File: src/rtl/refsch_pkg.sv
package refsch_pkg;

    typedef enum logic [2:0] {
        ST_IDLE,
        ST_PRE_REQ,
        ST_TRP,
        ST_REF_REQ,
        ST_TRFC,
        ST_SELF
    } seq_state_e;

    typedef struct packed {
        logic lazy;
        logic urgent;
        logic pre;
        logic hold;
    } cmd_out_t;

    // Accrual period in cycles for the current temperature range.
    function automatic int unsigned period_for(int unsigned base, logic hot);
        int unsigned half;
        half = (base / 2 < 1) ? 1 : base / 2;
        return hot ? half : base;
    endfunction

    function automatic int unsigned max2(int unsigned a, int unsigned b);
        return (a > b) ? a : b;
    endfunction

endpackage

File: src/rtl/ref_ivl_timer.sv
module ref_ivl_timer
    import refsch_pkg::*;
#(
    parameter int IVL_CYC = 6240
) (
    input  logic clk,
    input  logic rst,
    input  logic run_i,
    input  logic hot_i,
    input  logic full_i,
    output logic accrue_o
);
    localparam int CW = $clog2(IVL_CYC + 1);
    localparam logic [CW-1:0] LIM_NORM = CW'(period_for(IVL_CYC, 1'b0) - 1);
    localparam logic [CW-1:0] LIM_HOT  = CW'(period_for(IVL_CYC, 1'b1) - 1);

    logic [CW-1:0] cnt_q;
    logic [CW-1:0] lim;
    logic          at_end;

    assign lim      = hot_i ? LIM_HOT : LIM_NORM;
    assign at_end   = (cnt_q >= lim);
    assign accrue_o = run_i && at_end && !full_i;

    // At the cap the timer parks on its terminal count until debt drops.
    always_ff @(posedge clk) begin
        if (rst) begin
            cnt_q <= '0;
        end else if (run_i) begin
            if (at_end) begin
                if (!full_i) cnt_q <= '0;
            end else begin
                cnt_q <= cnt_q + 1'b1;
            end
        end
    end

    a_r4_no_accrue_stopped: assert property (@(posedge clk) disable iff (rst)
        !run_i |-> !accrue_o);

endmodule

File: src/rtl/ref_debt_ctr.sv
module ref_debt_ctr #(
    parameter int DEBT_MAX = 8,
    localparam int DW = $clog2(DEBT_MAX + 1)
) (
    input  logic          clk,
    input  logic          rst,
    input  logic          accrue_i,
    input  logic          retire_i,
    output logic [DW-1:0] debt_o,
    output logic          full_o,
    output logic          any_o
);
    localparam logic [DW-1:0] CAP = DW'(DEBT_MAX);

    logic [DW-1:0] debt_q;
    logic          inc, dec;

    assign full_o = (debt_q == CAP);
    assign any_o  = (debt_q != '0);
    assign inc    = accrue_i && !full_o;
    assign dec    = retire_i && any_o;
    assign debt_o = debt_q;

    always_ff @(posedge clk) begin
        if (rst) begin
            debt_q <= '0;
        end else begin
            unique case ({inc, dec})
                2'b10:   debt_q <= debt_q + 1'b1;
                2'b01:   debt_q <= debt_q - 1'b1;
                default: debt_q <= debt_q;
            endcase
        end
    end

    a_r4_debt_cap: assert property (@(posedge clk) disable iff (rst)
        debt_q <= CAP);

    a_r4_unit_step: assert property (@(posedge clk) disable iff (rst)
        (accrue_i || retire_i) |=> (debt_q == $past(debt_q))
            || (debt_q == $past(debt_q) + 1'b1)
            || (debt_q + 1'b1 == $past(debt_q)));

endmodule

File: src/rtl/ref_seq_fsm.sv
module ref_seq_fsm
    import refsch_pkg::*;
#(
    parameter int TRP_CYC  = 11,
    parameter int TRFC_CYC = 128
) (
    input  logic     clk,
    input  logic     rst,
    input  logic     debt_any_i,
    input  logic     debt_full_i,
    input  logic     banks_idle_i,
    input  logic     grant_i,
    input  logic     sr_enter_i,
    input  logic     sr_exit_i,
    output logic     retire_o,
    output logic     in_sr_o,
    output cmd_out_t cmd_o
);
    localparam int TW = $clog2(max2(TRP_CYC, TRFC_CYC) + 1);
    localparam logic [TW-1:0] TRP_LOAD  = TW'(TRP_CYC - 1);
    localparam logic [TW-1:0] TRFC_LOAD = TW'(TRFC_CYC - 1);

    seq_state_e    state_q, state_n;
    logic [TW-1:0] wcnt_q, wcnt_n;

    always_comb begin
        state_n = state_q;
        wcnt_n  = wcnt_q;
        unique case (state_q)
            ST_IDLE: begin
                if (sr_enter_i)      state_n = ST_SELF;
                else if (debt_any_i) state_n = banks_idle_i ? ST_REF_REQ : ST_PRE_REQ;
            end
            ST_PRE_REQ: begin
                if (sr_enter_i) begin
                    state_n = ST_SELF;
                end else if (grant_i) begin
                    state_n = ST_TRP;
                    wcnt_n  = TRP_LOAD;
                end
            end
            ST_TRP: begin
                if (wcnt_q == '0) state_n = ST_REF_REQ;
                else              wcnt_n  = wcnt_q - 1'b1;
            end
            ST_REF_REQ: begin
                if (sr_enter_i) begin
                    state_n = ST_SELF;
                end else if (grant_i) begin
                    state_n = ST_TRFC;
                    wcnt_n  = TRFC_LOAD;
                end
            end
            ST_TRFC: begin
                if (wcnt_q == '0) state_n = ST_IDLE;
                else              wcnt_n  = wcnt_q - 1'b1;
            end
            ST_SELF: begin
                if (sr_exit_i) state_n = ST_IDLE;
            end
            default: state_n = ST_IDLE;
        endcase
    end

    always_ff @(posedge clk) begin
        if (rst) begin
            state_q <= ST_IDLE;
            wcnt_q  <= '0;
        end else begin
            state_q <= state_n;
            wcnt_q  <= wcnt_n;
        end
    end

    assign retire_o     = (state_q == ST_REF_REQ) && grant_i && !sr_enter_i;
    assign in_sr_o      = (state_q == ST_SELF);
    assign cmd_o.lazy   = (state_q == ST_REF_REQ) && !debt_full_i;
    assign cmd_o.urgent = (state_q == ST_REF_REQ) && debt_full_i;
    assign cmd_o.pre    = (state_q == ST_PRE_REQ);
    assign cmd_o.hold   = (state_q == ST_TRP) || (state_q == ST_TRFC);

    a_r11_sr_blocked_in_hold: assert property (@(posedge clk) disable iff (rst)
        (cmd_o.hold && sr_enter_i) |=> !in_sr_o);

    a_r6_pre_grant_holds: assert property (@(posedge clk) disable iff (rst)
        (cmd_o.pre && grant_i && !sr_enter_i) |=> cmd_o.hold && !cmd_o.pre);

endmodule

File: src/rtl/refresh_sched.sv
module refresh_sched
    import refsch_pkg::*;
#(
    parameter int IVL_CYC  = 6240,
    parameter int TRP_CYC  = 11,
    parameter int TRFC_CYC = 128,
    parameter int DEBT_MAX = 8,
    localparam int DEBT_W  = $clog2(DEBT_MAX + 1)
) (
    input  logic              clk,
    input  logic              rst,
    input  logic              tick_en_i,
    input  logic              hot_i,
    input  logic              banks_idle_i,
    input  logic              grant_i,
    input  logic              sr_enter_i,
    input  logic              sr_exit_i,
    output logic              req_lazy_o,
    output logic              req_urgent_o,
    output logic              pre_req_o,
    output logic              bus_hold_o,
    output logic              in_sr_o,
    output logic [DEBT_W-1:0] debt_o
);
    logic     accrue, retire, full, any, in_sr;
    cmd_out_t cmd;

    ref_ivl_timer #(.IVL_CYC(IVL_CYC)) u_timer (
        .clk      (clk),
        .rst      (rst),
        .run_i    (tick_en_i && !in_sr),
        .hot_i    (hot_i),
        .full_i   (full),
        .accrue_o (accrue)
    );

    ref_debt_ctr #(.DEBT_MAX(DEBT_MAX)) u_debt (
        .clk      (clk),
        .rst      (rst),
        .accrue_i (accrue),
        .retire_i (retire),
        .debt_o   (debt_o),
        .full_o   (full),
        .any_o    (any)
    );

    ref_seq_fsm #(.TRP_CYC(TRP_CYC), .TRFC_CYC(TRFC_CYC)) u_seq (
        .clk          (clk),
        .rst          (rst),
        .debt_any_i   (any),
        .debt_full_i  (full),
        .banks_idle_i (banks_idle_i),
        .grant_i      (grant_i),
        .sr_enter_i   (sr_enter_i),
        .sr_exit_i    (sr_exit_i),
        .retire_o     (retire),
        .in_sr_o      (in_sr),
        .cmd_o        (cmd)
    );

    assign req_lazy_o   = cmd.lazy;
    assign req_urgent_o = cmd.urgent;
    assign pre_req_o    = cmd.pre;
    assign bus_hold_o   = cmd.hold;
    assign in_sr_o      = in_sr;

    a_r5_urgent_at_cap: assert property (@(posedge clk) disable iff (rst)
        req_urgent_o |-> (debt_o == DEBT_W'(DEBT_MAX)));

    a_r5_one_request: assert property (@(posedge clk) disable iff (rst)
        $onehot0({req_lazy_o, req_urgent_o, pre_req_o}));

    a_r9_sr_debt_held: assert property (@(posedge clk) disable iff (rst)
        in_sr_o |=> $stable(debt_o));

    a_r7_grant_opens_hold: assert property (@(posedge clk) disable iff (rst)
        ((req_lazy_o || req_urgent_o) && grant_i && !sr_enter_i) |=> bus_hold_o);

endmodule

File: config.mk
export PLATFORM = sky130hd
export DESIGN_NAME = refresh_sched
export DESIGN_NICKNAME = d
export VERILOG_FILES = /design/src/rtl/refsch_pkg.sv /design/src/rtl/ref_ivl_timer.sv /design/src/rtl/ref_debt_ctr.sv /design/src/rtl/ref_seq_fsm.sv /design/src/rtl/refresh_sched.sv
export SDC_FILE = /design/constraint.sdc
export NUM_CORES = 1
export LEC_CHECK = 0
export ABC_AREA = 0
export ABC_CLOCK_PERIOD_IN_PS = 5100
export BUFFER_PORTS_ARGS = -buffer_cell sky130_fd_sc_hd__buf_2
export CAP_MARGIN = 20
export CORE_UTILIZATION = 60
export CTS_CLUSTER_SIZE = 14
export DETAILED_ROUTE_END_ITERATION = 10
export PLACE_DENSITY = 0.8
export SETUP_SLACK_MARGIN = 0.05
export SLEW_MARGIN = 10
export SYNTH_ARGS = -nofsm -noshare
export SYNTH_HDL_FRONTEND = slang
export SYNTH_HIERARCHICAL = 1
export SYNTH_SLANG_ARGS = --single-unit
File: constraint.sdc
create_clock -name clk -period 5.1 [get_ports clk]
set_input_delay 0.51 -clock clk [delete_from_list [all_inputs] [get_ports clk]]
set_output_delay 0.51 -clock clk [all_outputs]
set_load 0.03 [all_outputs]
; ---- Word level (Yosys, flattened, before mapping)
; Cells that the tools add are included.
[totals]
ff_bits = 28
latch_bits = 0
ramBits = 0
mem_bits_ro = 0
output_inout_bits = 9
mem_count = 0
[op_classes]
add_sub_neg = 4
mul = 0
div = 0
magnitude_cmp = 1
eq_ne = 20
n_shift = 0
n_mux = 21
bitwise_logic = 0
n_reduce_logical = 22
[ops]
columns = cell, count
row1 = 8-bit two-way mux, 5
row2 = 13-bit two-way mux, 3
row3 = 3-bit two-way mux, 9
row4 = 8-bit one-hot mux with 3 select lines, 1
row5 = 3-bit one-hot mux with 6 select lines, 1
row6 = 2-bit inequality test (second input constant), 7
row7 = 13-bit by 1-bit adder with 13-bit output (second input constant), 1
row8 = 13-bit >= comparator, 1
row9 = 6-bit AND reduction, 2
row10 = 1-bit logical AND, 9
row11 = 3-bit inequality test (second input constant), 3
row12 = 8-bit zero test, 1
row13 = 4-bit one-hot mux with 2 select lines, 1
row14 = 8-bit by 1-bit subtractor with 8-bit output (second input constant), 1
row15 = 3-bit by 2-bit equality test with 1-bit output (second input constant), 2
row16 = 3-bit equality test (second input constant), 2
row17 = 4-bit by 1-bit adder with 4-bit output (second input constant), 1
row18 = 4-bit equality test (second input constant), 1
row19 = 2-bit by 1-bit inequality test with 1-bit output (second input constant), 2
row20 = 4-bit nonzero test, 1
row21 = 4-bit by 1-bit subtractor with 4-bit output (second input constant), 1
row22 = 3-bit by 1-bit equality test with 1-bit output (second input constant), 1
row23 = 1-bit zero test, 3
row24 = 3-bit zero test, 1
row25 = 8 further kinds, 8

; ---- Logic depth before layout (Yosys ltp)
[depth]
ltp_word = 8
ltp_mapped = 15
mapped_depth_nobuf = 14

; ---- Hierarchy
; Netlist, hierarchy kept.
[by_module_without_submodules]
columns = module, n_inst, cells_each, area_each_um2, seq_area_each_um2
row1 = ref_ivl_timer, 1, 94, 893.4, 260.2
row2 = ref_seq_fsm, 1, 102, 800.8, 220.2
row3 = ref_debt_ctr, 1, 32, 274.0, 80.1
row4 = refresh_sched, 1, 1, 13.8, 0.0

; ---- Worst setup path before layout
; Ideal clock, no wire load.
[synth_timing]
kind = register to register
start = register u_seq.state_q[2]
end = register u_debt.debt_q[3] (netlist: u_debt/debt_o[3])
setup_ps = 70
arrival_time_ps = 3182
required_time_ps = 5030
slack_ps = 1849
stages_incl_launch_ff = 15
period_less_slack_ps = 3251
cell_sequence = dfxtp_1 > clkbuf_1 > clkbuf_1 > nand2_1 > nor2_1 > nor2b_4 > nor2b_1 > and2b_2 > nand2b_1 > ha_1 > ha_1 > a21oi_1 > a21oi_1 > or4_1 > a21oi_1
[synth_via]
elab_chain_cells = 8
elab_cells_between_ends = 14
[synth_lines]
columns = element, line
row1 = start: declaration, ref_seq_fsm.sv:23  ; seq_state_e state_q, state_n;
row2 = start signal: assignment, ref_seq_fsm.sv:70  ; state_q <= state_n;
row3 = 3-bit equality test *, ref_seq_fsm.sv:76  ; assign in_sr_o = (state_q == ST_SELF);
row4 = net in_sr_o, refresh_sched.sv:22  ; output logic in_sr_o,
row5 = 1-bit zero test *, refresh_sched.sv:31  ; .run_i (tick_en_i && !in_sr),
row6 = 1-bit logical AND *, refresh_sched.sv:31
row7 = 1-bit logical AND * (2 in series), ref_ivl_timer.sv:23  ; assign accrue_o = run_i && at_end && !full_i;
row8 = net accrue, refresh_sched.sv:25  ; logic accrue, retire, full, any, in_sr;
row9 = 1-bit logical AND *, ref_debt_ctr.sv:20  ; assign inc = accrue_i && !full_o;
row10 = 2-bit by 1-bit equality test with 1-bit output / 2-bit equality test (equally long branches), ref_debt_ctr.sv:28  ; unique case ({inc, dec})
row11 = 4-bit one-hot mux with 2 select lines / 2-bit nonzero test (equally long branches), -
row12 = end signal: assignment, ref_debt_ctr.sv:29  ; 2'b10: debt_q <= debt_q + 1'b1;
row13 = end signal: assignment, ref_debt_ctr.sv:30  ; 2'b01: debt_q <= debt_q - 1'b1;
row14 = end signal: assignment, ref_debt_ctr.sv:31  ; default: debt_q <= debt_q;
row15 = end: declaration, ref_debt_ctr.sv:15  ; logic [DW-1:0] debt_q;
; Mark *: on every way through the listed nets, which the timed path passes. The rest lies on a longest branch.
; A chain may end at the register's enable or synchronous reset.

; ---- Worst setup path in the final report
[layout_timing]
start = register u_timer.cnt_q[5]
end = register u_debt.debt_q[3] (netlist: u_debt/debt_o[3])
[layout_via]
elab_chain_cells = 6
elab_cells_between_ends = 8
[layout_lines]
columns = element, line
row1 = start: declaration, ref_ivl_timer.sv:17  ; logic [CW-1:0] cnt_q;
row2 = start signal: assignment, ref_ivl_timer.sv:33  ; cnt_q <= cnt_q + 1'b1;
row3 = 13-bit >= comparator *, ref_ivl_timer.sv:22  ; assign at_end = (cnt_q >= lim);
row4 = 1-bit logical AND * (2 in series), ref_ivl_timer.sv:23
row5 = net accrue, refresh_sched.sv:25
row6 = 1-bit logical AND *, ref_debt_ctr.sv:20
row7 = 2-bit by 1-bit equality test with 1-bit output / 2-bit equality test (equally long branches), ref_debt_ctr.sv:28
row8 = 4-bit one-hot mux with 2 select lines / 2-bit nonzero test (equally long branches), -
; Marks and branches as above.

==> summary.md <==
| Metric | Value |
|---|---|
| Outcome | `finished, final reports clean` |
| Gr ovfl total | `0` |
| Crit start category | `flip-flop` |
| Gr usage total | `0.2563` |
| Htree depth | `1` |
| Fin cells | `~280` |
| DRT iter0 DRCs | `157` |
| Setup Fix Bufs, Post-CTS | `0` |
| Met2 wire len | `between 1500 and 2000 um` |
| Reg clk slew, reported paths | `160 ps` |
| Post-route cell area | `~2100 um^2` |
| Netlist Area Pre-Place | `about 2000 um^2` |
| Tot Pwr | `0.7583 mW` |
| Cts bufs inserted | `3` |
| Crit path max-delay family | `compound AO/OA/AOI/OAI gates` |
| Die Area | `roughly 3500 um^2` |
| Crit Path Class | `reg -> reg` |
| First-pass GRT wire length | `between 6000 and 7000 um` |
| Critical Path Sink Type | `flip-flop` |
| Clk sinks | `28` |
| Hold Slack | `between 400 and 500 ps` |
| Leak | `between 0.8 and 0.9 nW` |
| FFs w/ async S/R, synth | `0` |
| Register share of total power | `0.396` |
| Share of layout cells above drive strength 1 | `0.1841` |
| CP max stage cell | `dfxtp_1` |
| Setup WS pre-CTS | `~1600 ps` |
| Post-synthesis sequential area ratio | `0.2828` |
| Critical Path Fanout Max | `7` |
| Longest Clk Path Bufs | `2` |
| I/O pin count | `17` |
| Vias | `~1800` |
| Die Span X | `between 50 and 60 um` |
| Synth cell types | `64` |
| Clock power frac | `0.148` |
| Warnings from Yosys | `6` |
| Final Critical Period | `around 3300 ps` |
| Placed Cells | `279` |
| DIE HEIGHT | `around 60 um` |
| Total Wirelength | `between 4000 and 5000 um` |
| Synth Flop Type | `dfxtp_1` |
| CP Data Arrival Time | `roughly 3600 ps` |
| Placement Cell Area | `2066 um^2` |
| Max VDD drop | `roughly 0.00029 V` |
| Commonest cells post-synth | `dfxtp_1 (28), nor2_1 (22), nor3_1 (14), inv_1 (13)` |
| First-pass DRT Iterations | `4` |
| # fillers | `about 290` |
| Crit path required time | `around 5400 ps` |
| Cell Pwr Density | `360.7 nW/um^2` |
| Synth top area cells | `dfxtp_1 (28%), ha_1 (6.9%), nor2_1 (4.2%)` |
| Setup TNS | `0 ps` |
| Final setup vio count | `0` |
| Met3 WL | `about 180 um` |
| Layout Nets | `260` |
| RSZ-0062 raised after global routing | `no` |
| N_diodes | `0` |
| CTS root buf | `clkbuf_4` |
| Initial antenna violation count | `0` |
| Post-synthesis register bit count | `28` |
| DR WL/cell | `14.82 um` |
| Final Hold Fails | `0` |
| Clk Latency, worst-skew pair | `about 340 ps` |
| Via density | `6.329` |
| Hold WC Path Type | `in -> reg` |
| Cells after Synth | `229` |
| Slowest cell delay on critical path | `a little under 500 ps` |
| Post-synth top area share | `0.2828` |
| Sw Ratio | `0.4311` |
| CTS tree | `yes` |
| Placed wire-length estimate | `~3000 um` |
| Top-count cell post-synth | `dfxtp_1` |
| Post-layout util | `0.6774` |
| EDFF count, synth | `0` |
| Worst-path cell chain | `ha_1 -> o21ai_0 -> a2111oi_4 -> a211oi_2 -> and2b_2 -> nand2b_1 -> ha_1 -> ha_1 -> a21oi_1 -> a21oi_1 -> or4_1 -> a21oi_1` |
| Slew at the pin with the worst max-slew slack | `about 1000 ps` |
| Max Cap Viol | `0` |
| Routed metal-1 wire length | `~2000 um` |
| WP buf/inv | `0` |
| Worst Skew | `around 14 ps` |
| Max-slew violation count | `0` |
| Maximum clock rate | `roughly 300 MHz` |
| Count of cells resized by post-cts repair | `0` |
| Worst setup margin | `1821 ps` |
| Syn-to-layout area delta | `6.061%` |
| Area leader, netlist | `dfxtp_1` |
| Remaining antenna violation count after routing | `0` |
| Port-buffer cells | `16` |
| Cell Int Power | `~0.43 mW` |
| Comb power frac | `0.456` |
| Switch Pwr | `0.3269 mW` |
| Routability congestion estimate | `slightly below 0.9` |
| Vias in the first global route | `1534` |
| Syn Nets | `249` |
| Row cnt | `20` |
| Cts-stage hold buffer count | `0` |
| Largest net degree at the start of global routing | `20` |
| Period utilization | `0.6429` |
| Initial Util | `0.6387` |
| Core Footprint | `slightly above 3000 um^2` |
| Max Used Layer | `met4` |
| Setup slack, reg-to-reg | `approximately 1800 ps` |
| Average size of a mapped cell | `~8.7 um^2` |
| Slew margin rel. | `0.3006` |
| Drt drc | `0` |
tightest hold or removal path, stage by stage:
cell	delay (ps)
buf_2	130
nor2_1	90
o41ai_1	70
per-layer routing:
layer | GRT usage | vias up
met5 | 0 | -
met4 | 0.04082 | 0
met3 | 0.05240 | 4
met2 | 0.4029 | 41
met1 | 0.3655 | 845
li1 | - | 901
final timing paths:
check                                      start          endpoint  cells after the start
worst min register to register   u_seq/wcnt_q[4]   u_seq/wcnt_q[4]                      2
worst max register to register  u_timer/cnt_q[5]  u_debt/debt_o[3]                     12
worst max-delay path            u_timer/cnt_q[5]  u_debt/debt_o[3]                     12
worst min-delay path                  sr_enter_i  u_seq/state_q[0]                      3
power groups by stage:
stage	clock network, mW	logic [mW]	registers [mW]
global placement	0	0.337	0.304
CTS	0.115	0.340	0.299
finish	0.112	0.346	0.300
detailed placement	0	0.339	0.304
floorplan	0	0.313	0.265
global route	0.122	0.379	0.311
cell usage in the layout, fill, tap and decap left out, drive strengths merged, types with 2 or more instances in the layout:
| cell type | count |
|---|---|
| dfxtp | 28 |
| nor2 | 22 |
| buf | 18 |
| nor3 | 15 |
| inv | 13 |
| a21oi | 11 |
| ha | 11 |
| a221o | 11 |
| nand2b | 8 |
| nand2 | 8 |
| nand3 | 8 |
| and3 | 5 |
| o211a | 5 |
| o31ai | 4 |
| o21ai | 4 |
| o32ai | 4 |
| clkbuf | 4 |
| a211oi | 4 |
| and2 | 3 |
| xor2 | 3 |
| or3 | 3 |
| nand4 | 3 |
| or4 | 3 |
| o211ai | 3 |
| nor2b | 3 |
| a2111oi | 3 |
| nor4 | 2 |
| o311ai | 2 |
| o41ai | 2 |
| o32a | 2 |
| o22ai | 2 |
| and4 | 2 |
| and3b | 2 |
| or2 | 2 |
sequential cells by signal, summed over array words and instances (netlist names):
signal,cells
u_seq/state_q,3
u_debt/debt_o,4
u_timer/cnt_q,13
u_seq/wcnt_q,8
kinds of logic (layout without fill, tap and decap cells):
| kind of cell | Yosys count | in the layout | synth area share |
|---|---|---|---|
| and+or+nand+nor | 94 | 94 | 0.2689 |
| AOI/OAI and AO/OA | 63 | 63 | 0.2803 |
| DFF | 28 | 28 | 0.2828 |
| buffers and inverters | 26 | 36 | 0.05997 |
| adders and majority gates | 12 | 12 | 0.07954 |
| xor gates and xnor gates | 4 | 4 | 0.01768 |
| muxes | 2 | 2 | 0.01073 |
layout make-up:
| class | count | area (um^2) | share of cell area |
|---|---|---|---|
| multi-input cells | 175 | 1303 | 0.6196 |
| repair buffers | 18 | 95.09 | 0.04524 |
| inverters | 14 | 52.55 | 0.02500 |
| clock buffers | 4 | 36.28 | 0.01726 |
| well taps | 44 | 55.05 | 0.02619 |
| flip-flops and latches | 28 | 560.5 | 0.2667 |
(Power assumes the default switching activity.)
